**config.mk**
```make
export PLATFORM = sky130hd
export DESIGN_NAME = lq_order_guard
export DESIGN_NICKNAME = d
export VERILOG_FILES = /design/src/rtl/lq_order_guard.sv
export SDC_FILE = /design/constraint.sdc
export NUM_CORES = 2
export LEC_CHECK = 0
export BUFFER_PORTS_ARGS = -buffer_cell sky130_fd_sc_hd__buf_2
export CAP_MARGIN = 20
export CORE_MARGIN = 1.5
export CORE_UTILIZATION = 59
export CTS_BUF_LIST = sky130_fd_sc_hd__clkbuf_2 sky130_fd_sc_hd__clkbuf_4 sky130_fd_sc_hd__clkbuf_8
export CTS_CLUSTER_DIAMETER = 60
export CTS_CLUSTER_SIZE = 10
export DETAILED_ROUTE_END_ITERATION = 8
export PLACE_DENSITY = 0.85
export SKIP_CTS_REPAIR_TIMING = 1
export SLEW_MARGIN = 30
export SYNTH_ARGS = -nofsm -noshare
export SYNTH_HDL_FRONTEND = slang
export SYNTH_SLANG_ARGS = --single-unit
```
**constraint.sdc**
```tcl
create_clock -name clk -period 9.45 [get_ports clk]
set_input_delay 1.89 -clock clk [delete_from_list [all_inputs] [get_ports clk]]
set_output_delay 1.89 -clock clk [all_outputs]
set_load 0.1 [all_outputs]
```
**src/rtl/lq_order_guard.sv**
```systemverilog
module lq_order_guard #(
  parameter int DEPTH      = 8,
  parameter int SEQ_W      = 16,
  parameter int ADDR_W     = 32,
  parameter int REGION_LSB = 8,
  parameter int CNT_W      = 16,
  localparam int SW = $clog2(DEPTH),
  localparam int TW = SW + 1
) (
  input  logic              clk,
  input  logic              rst_n,
  input  logic              alloc_valid,
  input  logic [SEQ_W-1:0]  alloc_seq,
  output logic              alloc_ok,
  output logic [TW-1:0]     alloc_tag,
  input  logic              exec_valid,
  input  logic [TW-1:0]     exec_tag,
  input  logic [ADDR_W-1:0] exec_addr,
  input  logic              st_valid,
  input  logic [SEQ_W-1:0]  st_seq,
  input  logic [ADDR_W-1:0] st_addr,
  output logic              st_fault,
  input  logic              commit_valid,
  input  logic [SEQ_W-1:0]  commit_seq,
  input  logic              squash_valid,
  input  logic [SEQ_W-1:0]  squash_seq,
  output logic [TW-1:0]     free_cnt,
  output logic              viol_valid,
  output logic [SEQ_W-1:0]  viol_seq,
  output logic [TW-1:0]     viol_tag,
  input  logic              viol_rd,
  output logic [CNT_W-1:0]  viol_count
);

  logic [DEPTH-1:0]  vld, exd;
  logic [SEQ_W-1:0]  seq_q [DEPTH];
  logic [ADDR_W-1:0] adr_q [DEPTH];
  logic [TW-1:0]     head, tail, occ, exec_off;
  logic [TW-1:0]     ncom, nsq, hit_tag;
  logic [SW-1:0]     hit_slot;
  logic              hit, exec_ok;
  logic [DEPTH-1:0]  com_m, sq_m;

  assign occ       = tail - head;
  assign free_cnt  = TW'(DEPTH - 1) - occ;
  assign alloc_ok  = alloc_valid && !squash_valid && (free_cnt != '0);
  assign alloc_tag = tail;
  assign exec_off  = exec_tag - head;
  assign exec_ok   = exec_valid && (exec_off < occ);
  assign st_fault  = st_valid && !viol_valid && hit;

  always_comb begin
    ncom = '0;
    nsq  = '0;
    for (int i = 0; i < DEPTH; i++) begin
      com_m[i] = commit_valid && vld[i] && (seq_q[i] <= commit_seq);
      sq_m[i]  = squash_valid && vld[i] && (seq_q[i] >  squash_seq);
      if (com_m[i]) ncom = ncom + TW'(1);
      if (sq_m[i])  nsq  = nsq  + TW'(1);
    end
  end

  always_comb begin
    logic [SW-1:0] s;
    hit      = 1'b0;
    hit_slot = '0;
    hit_tag  = '0;
    for (int i = 0; i < DEPTH; i++) begin
      s = head[SW-1:0] + SW'(i);
      if (!hit && vld[s] && exd[s] && (seq_q[s] > st_seq) &&
          ((adr_q[s] >> REGION_LSB) == (st_addr >> REGION_LSB))) begin
        hit      = 1'b1;
        hit_slot = s;
        hit_tag  = head + TW'(i);
      end
    end
  end

  always_ff @(posedge clk) begin
    if (!rst_n) begin
      vld        <= '0;
      exd        <= '0;
      head       <= '0;
      tail       <= '0;
      viol_valid <= 1'b0;
      viol_seq   <= '0;
      viol_tag   <= '0;
      viol_count <= '0;
      for (int i = 0; i < DEPTH; i++) begin
        seq_q[i] <= '0;
        adr_q[i] <= '0;
      end
    end else begin
      head <= head + ncom;
      tail <= tail - nsq + TW'(alloc_ok);
      if (exec_ok) begin
        exd[exec_tag[SW-1:0]]   <= 1'b1;
        adr_q[exec_tag[SW-1:0]] <= exec_addr;
      end
      if (alloc_ok) begin
        vld[tail[SW-1:0]]   <= 1'b1;
        exd[tail[SW-1:0]]   <= 1'b0;
        seq_q[tail[SW-1:0]] <= alloc_seq;
      end
      for (int i = 0; i < DEPTH; i++) begin
        if (com_m[i] || sq_m[i]) begin
          vld[i] <= 1'b0;
          exd[i] <= 1'b0;
        end
      end
      if (viol_rd) viol_valid <= 1'b0;
      if (st_fault) begin
        viol_valid <= 1'b1;
        viol_seq   <= seq_q[hit_slot];
        viol_tag   <= hit_tag;
        viol_count <= viol_count + CNT_W'(1);
      end
    end
  end


  occ_bound_chk: assert property (@(posedge clk) disable iff (!rst_n)
    occ <= TW'(DEPTH - 1));


  valid_count_chk: assert property (@(posedge clk) disable iff (!rst_n)
    $countones(vld) == int'(occ));


  viol_latch_chk: assert property (@(posedge clk) disable iff (!rst_n)
    st_fault |=> viol_valid && (viol_count == $past(viol_count) + CNT_W'(1)));


  viol_hold_chk: assert property (@(posedge clk) disable iff (!rst_n)
    (viol_valid && !viol_rd) |=> viol_valid && $stable(viol_seq) && $stable(viol_tag));


  one_viol_chk: assert property (@(posedge clk) disable iff (!rst_n)
    viol_valid |-> !st_fault);


  squash_shrink_chk: assert property (@(posedge clk) disable iff (!rst_n)
    squash_valid |=> occ <= $past(occ));

endmodule

```
==> results.py <==
metrics = {
    "drt": {
        "routed_via_density": 7.31,
        "drtIter0Drc": 4335,
        "drt_wl_total_um": 162000,
        "drt-wirelength-per-cell_um": 32.5,
        "drt-pass1-iter-count": 7,
        "drc": 0,
        "antenna_left": 0,
        "dr_total_vias": 36500,
    },
    "sta": {
        "drv_slew": 0,
        "rsz0062_at_grt": "false",
        "finalCritPeriodShare": 0.922,
        "finClkSkew_ns": 0.0916,
        "worst_slack_ns": 0.733,
        "setup_viol": 0,
        "holdWs_ns": 0.490,
        "clock.fmax_mhz": 115,
        "finalHoldViolCount": 0,
        "worstMarginPinSlew_ns": 1.10,
        "relSlewSlack": 0.264,
        "setup_tns_ns": 0,
        "period_needed_ns": 8.72,
    },
    "grt": {
        "antenna_found_initial": 9,
        "grt_max_degree": 160,
        "grt_usage": 0.432,
        "grt_pass1_wl_um": 235000,
        "overflow": 0,
        "grt_pass1_vias": 35000,
    },
    "floorplan": {
        "io_pins": 187,
        "dieArea_um2": 74500,
        "core_area_um2": 71700,
        "row_count": 98,
        "die_w_um": 273,
        "die_h_um": 273,
        "start_util": 0.599,
    },
    "setup_path": {
        "reg2reg_slack_ns": 1.32,
        "slowest_stage": "ha_1",
        "worst_path_most_repeated_cell": "ha_1",
        "crit_required_ns": 10.06,
        "critPathKind": "input pin to register",
        "worst_setup_path_end_kind": "register",
        "critPathMaxFanout": 6,
        "critPathMaxStageDelay_ns": 0.31,
        "startpoint_type": "input pin",
        "critPathArrivalTime_ns": 9.33,
    },
    "run_status": {
        "status": "complete, no violations",
    },
    "synthesis": {
        "ys_seq_area_frac": 0.252,
        "synth_top_flop_cell": "edfxtp_1",
        "synthCells": 3925,
        "synth_seq_cells": 381,
        "synth_cell_types": 95,
        "syn_avg_cell_area_um2": 10.9,
        "async_flop_share": 0,
        "syn_area_um2": 43000,
        "synth_edf_count": 320,
        "syn_nets": 4493,
        "ys_warn_count": 0,
    },
    "layout": {
        "syn_to_final_growth_pct": 6.45,
        "drive_above_1_share": 0.231,
        "final_util": 0.638,
        "fin_nets": 4578,
    },
    "clock_tree": {
        "clock_sinks": 381,
        "cts_buffers": 47,
        "clk_pin_slew_ns": 0.08,
        "clock_latency_ns": 0.74,
        "htreeDepth": 2,
        "cts_tree": "built",
        "cts_buffer_depth": 3,
        "clock_tree.root_cell": "clkbuf_8",
    },
    "placement": {
        "pre_cts_ws_ns": 0.152,
        "place_congestion": 1.08,
        "dpl.hpwl_um": 124000,
        "portBuffers": 170,
    },
    "run": {
        "drv_cap": 0,
    },
    "min_path": {
        "hp-class": "register to register",
    },
    "power_and_ir_drop": {
        "power_leakage_uw": 0.0179,
        "ir_drop_mv": 0.195,
        "powerDensity_nw_per_um2": 171,
        "finalPower_uw": 7840,
    },
}
worst max-delay path: cells and delay by family:
family	cells	cell delay, ns
compound gates	14	2.33
xor+xnor	3	0.46
fa+ha+maj	8	2.22
buf+inv	4	0.64
mux	4	0.90
simple gates	6	0.88
flip-flops by register name, summed over array words and instances, names as in the netlist:
signal	cells
head	4
viol_seq	16
viol_count	16
viol_tag	4
alloc_tag	4
vld	8
viol_valid	1
exd	8
seq_q	128
adr_q	192
final timing paths:
check                            startpoint                  endpoint  cells past startpoint
setup / recovery              commit_seq[3]        head[3]$_SDFF_PN0_                     39
hold / removal     viol_tag[1]$_SDFFE_PN0P_  viol_tag[1]$_SDFFE_PN0P_                      2
hold reg to reg    viol_tag[1]$_SDFFE_PN0P_  viol_tag[1]$_SDFFE_PN0P_                      2
setup reg to reg  seq_q[0][2]$_SDFFCE_PN0P_   alloc_tag[3]$_SDFF_PN0_                     35
layer usage:
layer,vias up,global-route usage,wire length (um)
met5,-,0,54
met1,17500,0.509,54600
met2,2743,0.683,72900
li1,15500,-,-
met3,810,0.0837,17300
met4,8,0.366,17400
power by group:
part	switching (uW)	internal [uW]
combinational	2570	1810
sequential	229	1960
clock	687	591
cells by family after synthesis:
family                     count (synthesis)  share of synthesized area
buffers and inverters                    335                     0.0395
DFF                                      381                      0.252
muxes                                    738                      0.278
and+or+nand+nor                         1111                      0.146
adders and majority gates                428                      0.125
AOI/OAI and AO/OA                        674                      0.105
xor gates and xnor gates                 258                     0.0539
cell type report:
type	count	area, um2
flip-flops and latches	381	10800
well taps	950	1190
fillers	5534	26000
diodes	5	12.5
inverters	102	385
clock buffers	68	817
repair buffers	269	1750
multi-input cells	3209	30600
clock inverters	11	120
synth_stat cells (all sizes together), types with 49 or more instances:
| master | instances | area, um2 |
|---|---|---|
| xor2 | 78 | 683 |
| nand4 | 106 | 663 |
| buf | 133 | 930 |
| and2 | 340 | 2130 |
| inv | 101 | 379 |
| mux2 | 189 | 2130 |
| mux2i | 203 | 2040 |
| o21ai | 184 | 921 |
| o21a | 52 | 390 |
| dfxtp | 61 | 1220 |
| ha | 424 | 5310 |
| a21oi | 139 | 752 |
| xnor2 | 176 | 1540 |
| nor2 | 137 | 514 |
| edfxtp | 320 | 9610 |
| nand2 | 146 | 551 |
| nand3 | 102 | 515 |
| mux4 | 346 | 7790 |
| nor3 | 49 | 245 |
| clkbuf | 100 | 383 |
| a21o | 73 | 548 |
stage by stage:
step | std cells | instance area [um2]
global placement | 4909 | 44700
finish | 4995 | 45700
CTS | 4988 | 45700
floorplan | 3925 | 43000
detailed placement | 4909 | 44700
global route | 4993 | 45700
placed cells by master, fill, tap and decap left out, drive strengths merged, types with 105 or more instances in the layout:
master and instances:
a21oi 139, and2 340, buf 269, edfxtp 320
ha 424, inv 105, mux2 189, mux2i 203
mux4 346, nand2 146, nand4 106, nor2 137
o21ai 184, xnor2 176
Power figures use the tool's default switching activity.
